===== src/rtl/mq_pkg.sv =====
package mq_pkg;
  typedef logic [1:0] phase_t;

  function automatic phase_t to_phase(input logic clk_in, input logic quad_in);
    return {clk_in, clk_in ^ quad_in};
  endfunction
endpackage


===== src/rtl/mq_ser_rx.sv =====
module mq_ser_rx #(
  parameter int FBITS = 8
) (
  input  logic             clk_i,
  input  logic             rst_ni,
  input  logic             ser_data_i,
  output logic             load_o,
  output logic             ser_clk_o,
  output logic [FBITS-1:0] frame_o,
  output logic             frame_vld_o
);
  localparam int LEN = 2 * FBITS + 1;
  localparam int CW  = $clog2(LEN);

  logic [CW-1:0]    cnt_q;
  logic [FBITS-1:0] shreg_q;
  logic             vld_q;

  // cycle 0 loads, odd cycles capture, even cycles hold the serial clock high
  assign load_o      = (cnt_q == '0);
  assign ser_clk_o   = (cnt_q != '0) && !cnt_q[0];
  assign frame_o     = shreg_q;
  assign frame_vld_o = vld_q;

  always_ff @(posedge clk_i or negedge rst_ni) begin
    if (!rst_ni) begin
      cnt_q   <= '0;
      shreg_q <= '0;
      vld_q   <= 1'b0;
    end else begin
      cnt_q <= (cnt_q == CW'(LEN - 1)) ? '0 : cnt_q + 1'b1;
      vld_q <= (cnt_q == CW'(LEN - 2));
      for (int i = 0; i < FBITS; i++) begin
        if (cnt_q == CW'(2 * i + 1)) shreg_q[i] <= ser_data_i;
      end
    end
  end
endmodule


===== src/rtl/mq_axis.sv =====
module mq_axis
  import mq_pkg::*;
#(
  parameter int CNT_W = 6
) (
  input  logic             clk_i,
  input  logic             rst_ni,
  input  logic             upd_i,
  input  logic             clk_in_i,
  input  logic             quad_in_i,
  input  logic             wr_i,
  input  logic [CNT_W-1:0] wr_val_i,
  output logic [CNT_W+1:0] val_o
);
  phase_t           ph_q, ph_new;
  logic [CNT_W-1:0] cnt_q;
  logic             inc, dec;

  assign ph_new = to_phase(clk_in_i, quad_in_i);
  assign inc    = upd_i && (ph_q == 2'd3) && (ph_new == 2'd0);
  assign dec    = upd_i && (ph_q == 2'd0) && (ph_new == 2'd3);
  assign val_o  = {cnt_q, ph_q};

  always_ff @(posedge clk_i or negedge rst_ni) begin
    if (!rst_ni) begin
      cnt_q <= '0;
      ph_q  <= '0;
    end else begin
      if (wr_i)     cnt_q <= wr_val_i;
      else if (inc) cnt_q <= cnt_q + 1'b1;
      else if (dec) cnt_q <= cnt_q - 1'b1;
      if (upd_i) ph_q <= ph_new;
    end
  end
endmodule


===== src/rtl/quad_mouse_counters.sv =====
module quad_mouse_counters #(
  parameter int CNT_W = 6
) (
  input  logic                     clk_i,
  input  logic                     rst_ni,
  input  logic                     ser_data_i,
  output logic                     load_o,
  output logic                     ser_clk_o,
  input  logic                     test_we_i,
  input  logic [2*(CNT_W+2)-1:0]   test_data_i,
  output logic [2*(CNT_W+2)-1:0]   joy0_o,
  output logic [2*(CNT_W+2)-1:0]   joy1_o
);
  localparam int NAXES = 4;
  localparam int FBITS = 2 * NAXES;
  localparam int AXW   = CNT_W + 2;
  localparam int REG_W = 2 * AXW;

  logic [FBITS-1:0] frame_w;
  logic             frame_vld_w;
  logic [AXW-1:0]   axis_val [NAXES];

  mq_ser_rx #(.FBITS(FBITS)) u_rx (
    .clk_i      (clk_i),
    .rst_ni     (rst_ni),
    .ser_data_i (ser_data_i),
    .load_o     (load_o),
    .ser_clk_o  (ser_clk_o),
    .frame_o    (frame_w),
    .frame_vld_o(frame_vld_w)
  );

  // axis 2p = port p horizontal, 2p+1 = port p vertical
  for (genvar a = 0; a < NAXES; a++) begin : g_axis
    logic [CNT_W-1:0] wr_val;
    if (a % 2 == 1) begin : g_vert
      assign wr_val = test_data_i[REG_W-1 -: CNT_W];
    end else begin : g_horz
      assign wr_val = test_data_i[AXW-1 -: CNT_W];
    end
    mq_axis #(.CNT_W(CNT_W)) u_axis (
      .clk_i    (clk_i),
      .rst_ni   (rst_ni),
      .upd_i    (frame_vld_w),
      .clk_in_i (frame_w[2*a]),
      .quad_in_i(frame_w[2*a+1]),
      .wr_i     (test_we_i),
      .wr_val_i (wr_val),
      .val_o    (axis_val[a])
    );
  end

  assign joy0_o = {axis_val[1], axis_val[0]};
  assign joy1_o = {axis_val[3], axis_val[2]};
endmodule


===== config.mk =====
export PLATFORM = sky130hd
export DESIGN_NAME = quad_mouse_counters
export DESIGN_NICKNAME = d
export VERILOG_FILES = /design/src/rtl/mq_pkg.sv /design/src/rtl/mq_ser_rx.sv /design/src/rtl/mq_axis.sv /design/src/rtl/quad_mouse_counters.sv
export SDC_FILE = /design/constraint.sdc
export NUM_CORES = 1
export LEC_CHECK = 0
export BUFFER_PORTS_ARGS = -buffer_cell sky130_fd_sc_hd__buf_2
export CAP_MARGIN = 40
export CORE_UTILIZATION = 27
export CTS_BUF_LIST = sky130_fd_sc_hd__clkbuf_4 sky130_fd_sc_hd__clkbuf_8 sky130_fd_sc_hd__clkbuf_16
export DETAILED_ROUTE_END_ITERATION = 12
export PLACE_DENSITY = 0.5
export SLEW_MARGIN = 20
export SYNTH_ARGS = -nofsm -noshare
export SYNTH_HDL_FRONTEND = slang
export SYNTH_SLANG_ARGS = --single-unit

===== constraint.sdc =====
create_clock -name clk_i -period 6.72 [get_ports clk_i]
set_input_delay 1.008 -clock clk_i [delete_from_list [all_inputs] [get_ports clk_i]]
set_output_delay 1.008 -clock clk_i [all_outputs]
set_load 0.05 [all_outputs]

Word level (Yosys, flattened, before mapping)
Index checks and enable logic that the tools add are counted.
Storage, ports and cells
  bits of input ports: 20
  output and inout port bits: 34
  word-level logic and storage cells: 93
  register bits after elaboration: 46
Operators by class
  equal/unequal tests: 17
  bitwise logic cells: 4
  reductions and logical operators: 32
  mux-type cells: 13
  add/sub/neg operators: 9
Operator list (number)
  two-way mux 6 bit: 12
  adder 6 x 1 -> 6 bit, second input constant: 4
  subtractor 6 x 1 -> 6 bit, second input constant: 4
  equality test 5 x 4 -> 1 bit, second input constant: 4
  logical AND 1 bit: 17
  equality test 2 bit, second input constant: 8
  zero test 2 bit: 8
  nonzero test 3 bit: 4
  equality test 5 x 3 -> 1 bit, second input constant: 2
  adder 5 x 1 -> 5 bit, second input constant: 1
  equality test 5 x 1 -> 1 bit, second input constant: 1
  equality test 5 x 2 -> 1 bit, second input constant: 1
  equality test 5 bit, second input constant: 1
  zero test 5 bit: 1
  two-way mux 5 bit: 1
  nonzero test 5 bit: 1
  XOR 1 bit: 4
  zero test 1 bit: 1

Logic depth before layout (Yosys ltp)
  depth in word-level cells: 6
  gate-level depth with buffers: 9
  depth with buffers taken out: 9

Hierarchy
Synthesis repeated with hierarchy kept, for this count alone.
Second synthesis, totals
  cell total of the unflattened synthesis: 314
  area, all modules: 3260.6 um^2
Modules (own cells, without submodules)
  mq_axis: instances 4, area each 625.6 um^2, cells each 65, seq. area each 200.2 um^2
  mq_ser_rx: instances 1, area each 758.2 um^2, cells each 54, seq. area each 350.3 um^2

Worst setup path after synthesis
No wires, ideal clock.
  kind: register to output
  start: reg u_rx.cnt_q[2]
  end: out ser_clk_o
  path slack: 3.964 ns
  data required time: 5.712 ns
  buffers on the path: 1
  stages on the path, launching flop included: 5
  arrival time: 1.748 ns
  cells stage by stage: dfrtp_1 > clkbuf_1 > nor2_1 > and3_1 > nor2_1
Between the ends
  cells in the longest elaborated chain, start to end: 2
RTL lines
  from (decl): RTL line mq_ser_rx.sv:15  | logic [CW-1:0] cnt_q;
  from (signal assigned): RTL line mq_ser_rx.sv:31  | cnt_q <= (cnt_q == CW'(LEN - 1)) ? '0 : cnt_q + 1'b1;
  nonzero test 5 bit: RTL line mq_ser_rx.sv:21  | assign ser_clk_o = (cnt_q != '0) && !cnt_q[0];
  logical AND 1 bit: RTL line mq_ser_rx.sv:21
  to (decl): RTL line quad_mouse_counters.sv:8  | output logic ser_clk_o,
No other way between the ends.

Worst setup path after layout
  start: reg u_rx.cnt_q[0]
  end: out ser_clk_o
Between the ends
  cells in the longest elaborated chain, start to end: 2
  elaborated cells on any way between the ends: 3
  those cells by class: 3 x reduce/logical
RTL lines (RTL line)
  nonzero test 5 bit or zero test 1 bit (tied branches): mq_ser_rx.sv:21
  logical AND 1 bit (*): mq_ser_rx.sv:21
Every way passes the cells marked *; elsewhere a longest branch is shown, timed or not.

==> results.tsv <==
metric	value	unit
nets	405	
setup_viol	0	
synth_area_leaders	dfrtp_1, ha_1, mux2_2	
holdPathEnd	u_rx.frame_o[1]	
ir_drop	0.0000943	V
yosysTopAreaCell	dfrtp_1	
synth-seq-area-share	37.6	%
final_core_util	33.7	%
synth_cell_types	36	
fmax	0.395	GHz
finalSetupTns	0	ps
die_area	0.0118	mm²
design_power_total	0.00111	W
yosysWarnings	0	
die_x	108	µm
yosysTopAreaCellShare	37.6	%
drive_gt1_share	24.9	%
clk_pin_slew_worst_paths	60	ps
grt_overflow	0	
r2r_start	u_rx.frame_vld_o	
drt-wirelength-per-cell	13.1	µm
tightest_slew	638	ps
gr-usage-all-layers	11.8	%
outcome	complete, no violations	
grt_pass1_vias	2250	
cts_tree	built	
synth.cell_area	0.00306	mm²
viasPerCell	4.85	
period_minus_slack	2530	ps
r2r-end	g_axis[2].u_axis.cnt_q[5]	
drtIter0Drc	93	
clockRootBuffer	clkbuf_16	
cts_hold_buffers	0	
power_density	302	mW/mm²
drc	0	
area_delta_synth_final	20.4	%
antenna_found_initial	1	
grt_start_max_net_pins	47	
vias	2397	
async_reset_ff_share	100	%
fin_crit_sh	37.7	%
dp_hpwl	4780	µm
post_cts_resized	0	
power.leakage	1.65	nW
syn_inst	303	
cts_max_level	2	
worstSetupEndpointType	output pin	
slew_headroom	57.4	%
cts.sinks	46	
ant_nets	0	
worst-setup-path-type	register to output pin	
io_buffers	49	
grt_pass1_wl	10900	µm
clk_path_buf_depth	2	
ff2ff_path_depth	8	
hold_viol_final	0	
synth.avg_cell_area	10.1	µm²
ys_seq_elements	46	
synth_edf_count	0	
drv_cap	0	
cp-start-kind	register	
core_area	0.0109	mm²
wirelength	6480	µm
rows	38	
hp-class	register to register	
r2r_setup_slack	4260	ps
die_h	108	µm
ys.flop_type	dfrtp_1	
place_area	0.00347	mm²
drv_slew	0	
n_antenna_cell	0	
cts_setup_buffers	0	
ios	54	
rsz0062_at_grt	false	
numCtsBuffers	5	
firstDrtPassIters	4	
worstHoldStart	u_rx.frame_o[1]	
clock_latency	280	ps
gp_congestion	0.770	
critPathMaxFanout	6	
cp_data_required_time	5710	ps
synth_nets	355	
skew	2.45	ps
start_util	28.0	%
hold_depth	1	
finish.instance_area	0.00368	mm²
arrival	1520	ps
==> cell type report <==
type | count | area [µm²]
clock inverters | 2 | 60.1
inverters | 11 | 41.3
clock buffers | 6 | 139
well taps | 140 | 175
repair buffers | 52 | 295
fillers | 1141 | 7250
flip-flops and latches | 46 | 1150
multi-input cells | 237 | 1820
==> through the flow <==
step	instances	hold WS [ps]	setup slack, ps
CTS	493	515	3790
floorplan	303	476	3960
detailed placement	485	499	3810
global route	494	548	4060
finish	494	512	4190
global placement	484	500	3860
==> report_power, final <==
group	total (W)	switching, W	internal [W]
Combinational	0.000421	0.000276	0.000145
Clock	0.000330	0.000107	0.000223
Sequential	0.000361	0.0000437	0.000317
==> logic make-up (layout without fill, tap and decap cells) <==
kind of cell	Yosys count	after routing	synth area share, %
AOI/OAI and AO/OA	86	86	17.5
xor gates and xnor gates	9	9	2.58
adders and majority gates	32	32	14.1
buffers and inverters	20	71	2.86
DFF	46	46	37.6
muxes	28	28	9.93
and+or+nand+nor	82	82	15.5
==> synth_stat cells, drive strengths merged (2+ instances only) <==
| cell type | instances |
|---|---|
| ha | 28 |
| buf | 5 |
| a21oi | 8 |
| fa | 4 |
| nor2b | 4 |
| a22oi | 4 |
| nand3 | 9 |
| mux2i | 9 |
| o211ai | 4 |
| o31ai | 8 |
| a31oi | 2 |
| xor2 | 8 |
| or3 | 4 |
| clkbuf | 4 |
| dfrtp | 46 |
| or4b | 4 |
| nand2b | 8 |
| and3 | 2 |
| mux2 | 19 |
| inv | 11 |
| nor3 | 2 |
| and2 | 4 |
| nor2 | 14 |
| nand2 | 26 |
| a211oi | 8 |
| nand4 | 5 |
| o21a | 4 |
| o21ai | 38 |
| a21o | 10 |
==> routing by layer <==
metal | vias to the layer above | part of all wire, % | track usage, %
met5 | - | 0.20 | 0
met4 | 2 | 1.1 | 3.19
met3 | 9 | 7.8 | 4.16
met2 | 43 | 43 | 18.1
met1 | 1138 | 48 | 15.5
li1 | 1205 | - | -
==> how the worst max path moves through the flow <==
stage                      from                   endpoint  slack [ps]  cells after the start
4_1_cts        u_rx.frame_vld_o  g_axis[3].u_axis.cnt_q[5]        3790                      7
3_5_place_dp   u_rx.frame_vld_o  g_axis[3].u_axis.cnt_q[5]        3810                      7
6_report          u_rx.cnt_q[0]                  ser_clk_o        4190                      5
3_3_place_gp   u_rx.frame_vld_o  g_axis[3].u_axis.cnt_q[5]        3860                      7
5_1_grt           u_rx.cnt_q[0]                  ser_clk_o        4060                      5
2_1_floorplan     u_rx.cnt_q[2]                  ser_clk_o        3960                      4
==> sequential cells by signal, indices dropped and copies added, names as in the netlist <==
signal,cells
g_axis.u_axis.cnt_q,24
g_axis.u_axis.ph_q,8
u_rx.cnt_q,5
u_rx.frame_o,8
u_rx.frame_vld_o,1
==> worst max-delay path, stage by stage (launching register included) <==
cell and delay (ps):
dfrtp_1 430, inv_1 60, ha_1 230, and3_1 170, nor2_1 80, buf_2 260
==> layout by cell type (no fill, tap or decap), types with 3 or more instances in the layout <==
cell and n:
o21ai_0 30, clkbuf_16 5, nand4_4 3, inv_1 11
ha_1 28, nand3_1 9, nor2b_1 4, a22oi_1 4
o21ai_1 8, dfrtp_1 46, or4b_1 4, or3_1 4
buf_2 49, nor2_1 11, nor2_2 3, nand2b_1 8
a211oi_1 8, o21a_1 4, o211ai_1 4, nand2_1 26
a21oi_1 6, o31ai_1 8, mux2_2 19, mux2i_1 9
and2_1 4, fa_1 4, a21o_1 10, xor2_1 8
(Power assumes the default switching activity.)
